[src/rtl/pcb_pkg.sv]
// Package: shared constants and types for the performance counter bank.
// Assumes a 4-bit register address and 32-bit registers.
package pcb_pkg;
    localparam int REG_W      = 32;
    localparam int ADDR_W     = 4;
    localparam int CTRL_BITS  = 26;             // writable control bits 25:0
    localparam int SEL_LO     = 5;
    localparam int SEL_HI     = 15;
    localparam int GRP_LO     = 16;
    localparam int GRP_HI     = 19;
    localparam int FLT_LO     = 20;
    localparam int FLT_HI     = 21;
    localparam int CTX_LO     = 22;
    localparam int CTX_HI     = 25;
    localparam int IE_BIT     = 4;
    localparam logic [ADDR_W-1:0] CFG_ADDR = 4'd8;
    localparam logic [REG_W-1:0]  CFG_WORD = 32'h0000_0010;

    typedef enum logic [1:0] {
        MODE_USER   = 2'd0,
        MODE_SUPER  = 2'd1,
        MODE_KERNEL = 2'd2,
        MODE_RSVD   = 2'd3
    } priv_e;

    typedef enum logic [1:0] {
        FLT_ALL   = 2'd0,
        FLT_GROUP = 2'd1,
        FLT_CTX   = 2'd2,
        FLT_NONE  = 2'd3
    } thr_flt_e;
endpackage

[src/rtl/pcb_filter.sv]
// Module: pcb_filter
// Combinational verdict on whether one counter advances this cycle.
// Combines the privilege gate, the thread gate and the selected event line.
// Assumes the control word is already registered by the caller.
module pcb_filter
    import pcb_pkg::*;
#(
    parameter int NUM_EVENTS = 16
) (
    input  logic [CTRL_BITS-1:0]  cfg,
    input  logic [NUM_EVENTS-1:0] events,
    input  logic                  exc_level,
    input  logic [1:0]            priv_mode,
    input  logic [3:0]            group_id,
    input  logic [3:0]            context_id,
    output logic                  count_en
);
    logic                  priv_ok;
    logic                  thr_ok;
    logic [NUM_EVENTS-1:0] shifted;

    // Privilege gate: exception level overrides the mode decode.
    always_comb begin
        unique case (priv_e'(priv_mode))
            MODE_USER:   priv_ok = cfg[3];
            MODE_SUPER:  priv_ok = cfg[2];
            MODE_KERNEL: priv_ok = cfg[1];
            default:     priv_ok = 1'b0;
        endcase
        if (exc_level) priv_ok = cfg[0];
    end

    // Thread gate: selects which ID field, if any, must match.
    always_comb begin
        unique case (thr_flt_e'(cfg[FLT_HI:FLT_LO]))
            FLT_ALL:   thr_ok = 1'b1;
            FLT_GROUP: thr_ok = (cfg[GRP_HI:GRP_LO] == group_id);
            FLT_CTX:   thr_ok = (cfg[CTX_HI:CTX_LO] == context_id);
            default:   thr_ok = 1'b0;
        endcase
    end

    // Event pick: shifting past the bus width yields zero, so large selects never count.
    always_comb begin
        shifted  = events >> cfg[SEL_HI:SEL_LO];
        count_en = priv_ok & thr_ok & shifted[0];
    end
endmodule

[src/rtl/pcb_pair.sv]
// Module: pcb_pair
// One control register and one 32-bit event counter, plus the overflow flag.
// A counter write beats a same-cycle increment. The chain flag is fixed by HAS_NEXT.
module pcb_pair
    import pcb_pkg::*;
#(
    parameter int NUM_EVENTS = 16,
    parameter bit HAS_NEXT   = 1'b0
) (
    input  logic                  clk,
    input  logic                  rst_n,
    input  logic                  ctrl_we,
    input  logic                  cnt_we,
    input  logic [REG_W-1:0]      wdata,
    input  logic [NUM_EVENTS-1:0] events,
    input  logic                  exc_level,
    input  logic [1:0]            priv_mode,
    input  logic [3:0]            group_id,
    input  logic [3:0]            context_id,
    output logic [REG_W-1:0]      ctrl_rd,
    output logic [REG_W-1:0]      cnt_rd,
    output logic                  ovf
);
    logic [CTRL_BITS-1:0] ctrl_q;
    logic [REG_W-1:0]     cnt_q;
    logic                 count_en;

    pcb_filter #(.NUM_EVENTS(NUM_EVENTS)) u_filter (
        .cfg        (ctrl_q),
        .events     (events),
        .exc_level  (exc_level),
        .priv_mode  (priv_mode),
        .group_id   (group_id),
        .context_id (context_id),
        .count_en   (count_en)
    );

    // Control register: only the writable low bits are stored.
    always_ff @(posedge clk) begin
        if (!rst_n)       ctrl_q <= '0;
        else if (ctrl_we) ctrl_q <= wdata[CTRL_BITS-1:0];
    end

    // Counter: a write takes priority, otherwise add one on a filtered event.
    always_ff @(posedge clk) begin
        if (!rst_n)        cnt_q <= '0;
        else if (cnt_we)   cnt_q <= wdata;
        else if (count_en) cnt_q <= cnt_q + 1'b1;
    end

    // Read views and overflow flag.
    always_comb begin
        ctrl_rd = {HAS_NEXT, 5'b0, ctrl_q};
        cnt_rd  = cnt_q;
        ovf     = ctrl_q[IE_BIT] & cnt_q[REG_W-1];
    end

    p_write_wins_r8: assert property (@(posedge clk) disable iff (!rst_n)
        cnt_we |=> cnt_rd == $past(wdata));
    p_step_r9: assert property (@(posedge clk) disable iff (!rst_n)
        (!cnt_we && count_en) |=> cnt_rd == $past(cnt_rd) + 32'd1);
    p_hold_r5: assert property (@(posedge clk) disable iff (!rst_n)
        (!cnt_we && !count_en) |=> $stable(cnt_rd));
    p_ctrl_store_r4: assert property (@(posedge clk) disable iff (!rst_n)
        ctrl_we |=> ctrl_rd[CTRL_BITS-1:0] == $past(wdata[CTRL_BITS-1:0]));
endmodule

[src/rtl/perf_counter_bank.sv]
// Module: perf_counter_bank (top)
// Bank of NUM_PAIRS (1..4) control/counter pairs behind a register port.
// Decodes addresses, muxes read data and ORs the overflow flags into one level irq.
module perf_counter_bank
    import pcb_pkg::*;
#(
    parameter int NUM_PAIRS  = 4,
    parameter int NUM_EVENTS = 16
) (
    input  logic                  clk,
    input  logic                  rst_n,
    input  logic                  reg_wr,
    input  logic [3:0]            reg_addr,
    input  logic [31:0]           reg_wdata,
    output logic [31:0]           reg_rdata,
    input  logic [NUM_EVENTS-1:0] events,
    input  logic                  exc_level,
    input  logic [1:0]            priv_mode,
    input  logic [3:0]            group_id,
    input  logic [3:0]            context_id,
    output logic                  irq
);
    localparam int LAST = NUM_PAIRS - 1;

    logic [REG_W-1:0] ctrl_rd [NUM_PAIRS];
    logic [REG_W-1:0] cnt_rd  [NUM_PAIRS];
    logic [NUM_PAIRS-1:0] ovf;
    logic [NUM_PAIRS-1:0] hit;

    for (genvar g = 0; g < NUM_PAIRS; g++) begin : g_pair
        // Address hit for this pair, either register.
        assign hit[g] = !reg_addr[3] && (reg_addr[2:1] == 2'(g));

        pcb_pair #(
            .NUM_EVENTS (NUM_EVENTS),
            .HAS_NEXT   (g < LAST)
        ) u_pair (
            .clk        (clk),
            .rst_n      (rst_n),
            .ctrl_we    (reg_wr && hit[g] && !reg_addr[0]),
            .cnt_we     (reg_wr && hit[g] &&  reg_addr[0]),
            .wdata      (reg_wdata),
            .events     (events),
            .exc_level  (exc_level),
            .priv_mode  (priv_mode),
            .group_id   (group_id),
            .context_id (context_id),
            .ctrl_rd    (ctrl_rd[g]),
            .cnt_rd     (cnt_rd[g]),
            .ovf        (ovf[g])
        );

        p_more_r3: assert property (@(posedge clk) disable iff (!rst_n)
            (hit[g] && !reg_addr[0]) |-> reg_rdata[31] == (g < LAST));
    end

    // Read mux: configuration word, the addressed pair register, or zero.
    always_comb begin
        reg_rdata = '0;
        if (reg_addr == CFG_ADDR) reg_rdata = CFG_WORD;
        for (int k = 0; k < NUM_PAIRS; k++) begin
            if (hit[k]) reg_rdata = reg_addr[0] ? cnt_rd[k] : ctrl_rd[k];
        end
    end

    // Level interrupt while any enabled counter has its top bit set.
    always_comb irq = |ovf;

    p_cfg_r2: assert property (@(posedge clk) disable iff (!rst_n)
        (reg_addr == CFG_ADDR) |-> reg_rdata == CFG_WORD);
    p_unmapped_r11: assert property (@(posedge clk) disable iff (!rst_n)
        (reg_addr > CFG_ADDR) |-> reg_rdata == 32'd0);
    p_irq_clear_r10: assert property (@(posedge clk) disable iff (!rst_n)
        (ovf == '0) |-> !irq);
endmodule

[config.mk]
export PLATFORM = sky130hd
export DESIGN_NAME = perf_counter_bank
export DESIGN_NICKNAME = d
export VERILOG_FILES = /design/src/rtl/pcb_pkg.sv /design/src/rtl/pcb_filter.sv /design/src/rtl/pcb_pair.sv /design/src/rtl/perf_counter_bank.sv
export SDC_FILE = /design/constraint.sdc
export NUM_CORES = 1
export LEC_CHECK = 0
export BUFFER_PORTS_ARGS = -buffer_cell sky130_fd_sc_hd__buf_2
export CORE_MARGIN = 4
export CORE_UTILIZATION = 33
export CTS_BUF_LIST = sky130_fd_sc_hd__clkbuf_16
export DETAILED_ROUTE_END_ITERATION = 12
export SKIP_CTS_REPAIR_TIMING = 1
export SYNTH_ARGS = -nofsm -noshare
export SYNTH_HDL_FRONTEND = slang
export SYNTH_SLANG_ARGS = --single-unit
[constraint.sdc]
create_clock -name clk -period 5.7 [get_ports clk]
set_input_delay 1.14 -clock clk [delete_from_list [all_inputs] [get_ports clk]]
set_output_delay 1.14 -clock clk [all_outputs]
set_load 0.005 [all_outputs]
* Word level (Yosys, flattened, before mapping)
Cells that the tools add are included.
** Storage, ports and cells
- Bits in registers :: 232
- Memories :: 0
- Bits of input ports :: 66
- Bits in read-only memories :: 0
- RAM bits :: 0
- Bits in latches :: 0
- Logic and storage cells :: 108
** Operators by class
- $lt $le $gt $ge :: 0
- Reduce and logical (&&, ||, !) cells :: 29
- Multiplexer cells :: 29
- Div/mod/pow operators :: 0
- Equal/unequal tests :: 22
- Bitwise gates (word level) :: 12
- $add $sub $neg :: 4
- Multipliers :: 0
- Shift operators :: 4
** Operators by type and width (number)
- $mux W32 :: 16
- $add A32 B1 Y32 const B :: 4
- $shr A16 B11 Y1 :: 4
- $eq A4 B4 Y1 :: 8
- $pmux W1 S3 :: 8
- $logic_and A1 B1 Y1 :: 16
- $eq A2 B2 Y1 const B :: 7
- $and A1 B1 Y1 :: 12
- $eq A2 B1 Y1 const B :: 6
- $logic_not A2 Y1 :: 6
- $reduce_bool A2 Y1 :: 4
- $mux W5 :: 1
- $eq A4 B4 Y1 const B :: 1
- $mux W1 :: 4
- $reduce_or A4 Y1 :: 1
- $logic_not A1 Y1 :: 2

* Logic depth before layout (Yosys ltp)
- Word-level depth :: 7
- Mapped depth :: 11
- Depth with buffers taken out :: 7

* Modules after synthesis
Synthesis repeated with hierarchy kept, for this count alone.
** Unflattened totals
- Cells, all modules :: 1691
- Area total of the unflattened synthesis :: 15477.3 sq um
** By module, submodules not included
- pcb_pair at g_pair[0].u_pair ... :: cells each 347, times used 3, area an instance 3044.2 sq um
- pcb_pair at g_pair[3].u_pair :: cells each 346, times used 1, area an instance 3040.4 sq um
- perf_counter_bank :: cells each 196, times used 1, area an instance 2158.3 sq um
- pcb_filter :: cells each 27, times used 4, area an instance 286.5 sq um

* Least setup slack after synthesis
No wires, ideal clock.
- Kind :: input to output
- Start point :: in reg_addr[2]
- End point :: out reg_rdata[10]
- Path slack :: 1991 ps
- Stages :: 9
- Arrival time :: 2569 ps
- Path buffers :: 4
- Path through :: clkbuf_1 nor2b_1 clkbuf_1 nand2b_1 clkbuf_1 buf_1 o22ai_1 nand2_1 o21ai_0
** On the way
- Cells in the longest elaborated chain, start to end :: 6
** Ends and longest elaborated chain
- start: declaration :: line perf_counter_bank.sv:13 : input logic [3:0] reg_addr,
- $logic_not A2 Y1 :: line perf_counter_bank.sv:32 : assign hit[g] = !reg_addr[3] && (reg_addr[2:1] == 2'(g));
- $logic_and A1 B1 Y1 :: line perf_counter_bank.sv:32
- $mux W32 (3 in series) :: line perf_counter_bank.sv:62 : if (hit[k]) reg_rdata = reg_addr[0] ? cnt_rd[k] : ctrl_rd[k];
- $mux W32 * :: line perf_counter_bank.sv:62
- end: declaration :: line perf_counter_bank.sv:15 : output logic [31:0] reg_rdata,
Every way passes the cells marked *; elsewhere a longest branch is shown, timed or not.

* Final worst setup path
- Start point :: in reg_addr[1]
- End point :: out reg_rdata[22]
Same word-level chain as after synthesis.

==> load_flow_metrics.sql <==
INSERT INTO impl_metrics (metric_group, metric, value, unit) VALUES
('floorplanning', 'floorplan.die_area', '0.0474', 'mm^2'),
('timing', 'min_period_over_period', '81.2', '%'),
('placed_design', 'place_congestion', '0.954', ''),
('worst_setup_path', 'kind_of_capture_point_of_the_worst_setup_path', 'output pin', ''),
('cts', 'insertion_delay', '0.55', 'ns'),
('global_route', 'vias_in_the_first_global_route', '14000', ''),
('route', 'wire_per_inst', '24.0', 'um'),
('synthesis', 'synth_sequential_area_ratio', '32.0', '%'),
('worst_setup_path', 'worstSetupPathType', 'in2out', ''),
('route', 'drt.antenna.violating_nets', '0', ''),
('finish', 'layout_commonest_cell', 'sky130_fd_sc_hd__nand2_1', ''),
('synthesis', 'synthesized_area_per_cell', '7.79', 'um^2'),
('route', 'detail_route.wirelength', '59400', 'um'),
('power', 'p_per_area', '231', 'mW/mm^2'),
('floorplanning', 'floorplan.initialDensity', '33.5', '%'),
('route', 'first_pass_iters', '5', ''),
('cts', 'clock-root-buffer', 'sky130_fd_sc_hd__clkbuf_16', ''),
('synthesis', 'number_of_synthesized_flops_with_an_enable_pin', '0', ''),
('cts', 'tritoncts.num_buffers', '28', ''),
('floorplanning', 'placement_rows', '76', ''),
('timing', 'maxSlewHeadroom', '18.7', '%'),
('synthesis', 'syn-cell-area', '0.0145', 'mm^2'),
('cts', 'cts_sinks', '232', ''),
('route', 'vias_per_cell', '6.17', ''),
('floorplanning', 'die_height', '218', 'um'),
('global_route', 'grt_use_total', '24.1', '%'),
('synthesis', 'synthesis.instances', '1861', ''),
('global_route', 'grt_start_max_net_pins', '98', ''),
('finish', 'fill_cells', '4452', ''),
('placed_design', 'preCtsSetupSlack', '1.16', 'ns'),
('floorplanning', 'core_region_area', '0.0433', 'mm^2'),
('worst_setup_path', 'critPathRequiredTime', '4.56', 'ns'),
('timing', 'hold_violation_total_from_the_final_report', '0', ''),
('timing', 'worst_slack', '1.07', 'ns'),
('finish', 'layout_common_cells', '319 x sky130_fd_sc_hd__nand2_1, 232 x sky130_fd_sc_hd__dfxtp_1, 178 x sky130_fd_sc_hd__o21ai_0', ''),
('placed_design', 'post-dp-hpwl', '42800', 'um'),
('synthesis', 'synth-async-reset-ratio', '0', '%'),
('cts', 'cts-root-to-sink-buffers', '3', ''),
('placed_design', 'place.port_buffers', '98', ''),
('global_route', 'grt_antenna_before_repair', '8', ''),
('synthesis', 'yosysUniqueCellTypes', '59', ''),
('route', 'dr_total_vias', '15300', ''),
('route', 'initialDrtViolationCount', '1914', ''),
('cts', 'h-tree-depth', '1', ''),
('global_route', 'global_route.overflow_total', '0', ''),
('worst_setup_path', 'worstPathMaxFanout', '36', ''),
('timing', 'worst_pin_slew', '1.22', 'ns'),
('floorplanning', 'floorplan.io_pins', '99', ''),
('worst_setup_path', 'worst-r2r-cell-count', '8', ''),
('run', 'drv_cap', '0', ''),
('cts', 'cts.clk_slew.worst_paths', '0.06', 'ns'),
('power', 'irDropWorstVdd', '0.000197', 'V'),
('synthesis', 'ys.warnings.count', '0', ''),
('timing', 'period_needed', '4.63', 'ns'),
('timing', 'final-setup-viol-count', '0', ''),
('min_path', 'timing.hold.worst.class', 'reg2reg', ''),
('cts', 'tritoncts', 'yes', ''),
('finish', 'drive_gt1_share', '11.9', '%'),
('timing', 'rsz_0062_raised_after_global_routing', 'no', ''),
('synthesis', 'dominantRegCellSynth', 'sky130_fd_sc_hd__dfxtp_1', ''),
('route', 'drcViolationCount', '0', ''),
('synthesis', 'syn-num-nets', '1931', ''),
('worst_setup_path', 'startpoint_type_of_the_worst_setup_path', 'primary input', ''),
('run_status', 'outcome', 'finished clean', ''),
('timing', 'worst_hold_slack', '0.478', 'ns'),
('finish', 'fin_util', '37.5', '%'),
('synthesis', 'ys_ff_latch', '232', ''),
('finish', 'fin_cells', '2477', ''),
('timing', 'achievable-frequency', '216', 'MHz'),
('timing', 'final.setup_skew', '0.0173', 'ns'),
('placed_design', 'post-place-cells', '2431', ''),
('floorplanning', 'fp.dieW', '218', 'um'),
('global_route', 'grt_first_pass_wirelength', '88600', 'um'),
('finish', 'layout.nets', '1946', ''),
('power', 'static-leakage-power', '5.22', 'nW'),
('timing', 'timing.final.max_slew_violations', '0', ''),
('min_path', 'hold_depth', '2', ''),
('finish', 'area_delta_synth_final', '12.0', '%'),
('timing', 'fin_setup_tns', '0', 'ns'),
('worst_setup_path', 'cp_data_arrival_time', '3.49', 'ns');
-- Yosys cell counts, types with 4 or more instances --
master                     number  area, um^2
sky130_fd_sc_hd__and2_1         7        43.8
sky130_fd_sc_hd__and3_1        28         175
sky130_fd_sc_hd__o22ai_1       27         169
sky130_fd_sc_hd__a21oi_1       30         150
sky130_fd_sc_hd__a211o_1        4        35.0
sky130_fd_sc_hd__mux2i_1       83         831
sky130_fd_sc_hd__nor3_1        67         335
sky130_fd_sc_hd__o211ai_1       7        52.6
sky130_fd_sc_hd__a211oi_1      36         270
sky130_fd_sc_hd__nor2b_1       31         194
sky130_fd_sc_hd__mux2_2        15         169
sky130_fd_sc_hd__nor4_1        36         225
sky130_fd_sc_hd__dfxtp_1      232        4640
sky130_fd_sc_hd__a21boi_0     104         781
sky130_fd_sc_hd__clkbuf_1     128         480
sky130_fd_sc_hd__or3_1         25         156
sky130_fd_sc_hd__nor3b_1       10        75.1
sky130_fd_sc_hd__ha_1           4        50.1
sky130_fd_sc_hd__and4_1        15         131
sky130_fd_sc_hd__mux4_2        21         473
sky130_fd_sc_hd__xnor2_1       35         307
sky130_fd_sc_hd__a221o_1        5        50.1
sky130_fd_sc_hd__xor2_1        17         149
sky130_fd_sc_hd__nand2_1      319        1200
sky130_fd_sc_hd__a31oi_1       49         307
sky130_fd_sc_hd__o31ai_1       30         225
sky130_fd_sc_hd__o21ai_0      178         891
sky130_fd_sc_hd__nor2_1        40         150
sky130_fd_sc_hd__buf_2          5        25.0
sky130_fd_sc_hd__o31a_1         8        70.1
sky130_fd_sc_hd__nand2b_1       9        56.3
sky130_fd_sc_hd__or4_1         35         263
sky130_fd_sc_hd__inv_1         27         101
sky130_fd_sc_hd__or2_2          6        37.5
sky130_fd_sc_hd__o311a_1        6        60.1
sky130_fd_sc_hd__buf_1         10        37.5
sky130_fd_sc_hd__nand3_1       71         355
sky130_fd_sc_hd__nand4_1       52         325
sky130_fd_sc_hd__a311oi_1      12         105
-- power breakdown --
| part | switching [W] | leakage [nW] | internal (W) |
|---|---|---|---|
| clock network | 0.000711 | 0.412 | 0.000901 |
| registers | 0.0000458 | 1.88 | 0.00165 |
| logic | 0.000292 | 2.93 | 0.000144 |
| total | 0.00105 | 5.22 | 0.00270 |
-- layer usage --
| layer | global-route usage [%] | wire length [um] | share of wire, % |
|---|---|---|---|
| met5 | 0 | 30 | 0.051 |
| met4 | 8.84 | 2470 | 4.2 |
| met3 | 3.75 | 6050 | 10 |
| met2 | 37.5 | 26100 | 44 |
| met1 | 33.8 | 24700 | 42 |
-- registers in the layout, indices dropped and copies added (netlist names) --
register,count
g_pair.u_pair.cnt_rd,128
g_pair.u_pair.ctrl_q,104
-- worst paths after layout --
kind | startpoint | end | slack [ns]
min reg2reg | g_pair[0].u_pair.ctrl_q[14]$_SDFFE_PN0P_ | g_pair[0].u_pair.ctrl_q[14]$_SDFFE_PN0P_ | 0.48
max | reg_addr[1] | reg_rdata[22] | 1.07
min | g_pair[0].u_pair.ctrl_q[14]$_SDFFE_PN0P_ | g_pair[0].u_pair.ctrl_q[14]$_SDFFE_PN0P_ | 0.48
max reg2reg | g_pair[1].u_pair.ctrl_q[24]$_SDFFE_PN0P_ | g_pair[1].u_pair.cnt_rd[21]$_SDFFE_PN0P_ | 2.05
-- critical path, cell delays in order --
cell                      delay [ns]
sky130_fd_sc_hd__buf_2          0.59
sky130_fd_sc_hd__nand2_1        0.87
sky130_fd_sc_hd__o21ai_0        0.65
sky130_fd_sc_hd__buf_2          0.21
-- layout make-up --
cell class | instances | area (um^2) | area share [%]
Antenna cell | 3 | 7.51 | 0.0462
Clock buffer | 29 | 726 | 4.47
Clock inverter | 14 | 61.3 | 0.377
Inverter | 27 | 101 | 0.624
Multi-Input combinational cell | 1454 | 9190 | 56.6
Sequential cell | 232 | 4640 | 28.6
Tap cell | 585 | 732 | 4.51
Timing Repair Buffer | 133 | 778 | 4.79
-- kinds of logic (layout without fill, tap and decap cells) --
| kind of cell | count (synthesis) | after routing | share of synthesized area [%] |
|---|---|---|---|
| adders and majority gates | 4 | 4 | 0.345 |
| muxes | 120 | 120 | 10.3 |
| other | 0 | 3 | 0 |
| AOI/OAI and AO/OA | 518 | 518 | 23.2 |
| xor gates and xnor gates | 52 | 52 | 3.14 |
| and+or+nand+nor | 760 | 760 | 26.3 |
| DFF | 232 | 232 | 32.0 |
| buffers and inverters | 175 | 203 | 4.78 |
-- metrics by stage --
stage / power (W) / cell area, um^2
floorplan: 0.00196 / 14500
global placement: 0.00215 / 15400
detailed placement: 0.00215 / 15400
CTS: 0.00375 / 16200
global route: 0.00386 / 16200
finish: 0.00375 / 16200
Note: power is estimated with default switching activity, not from simulation.
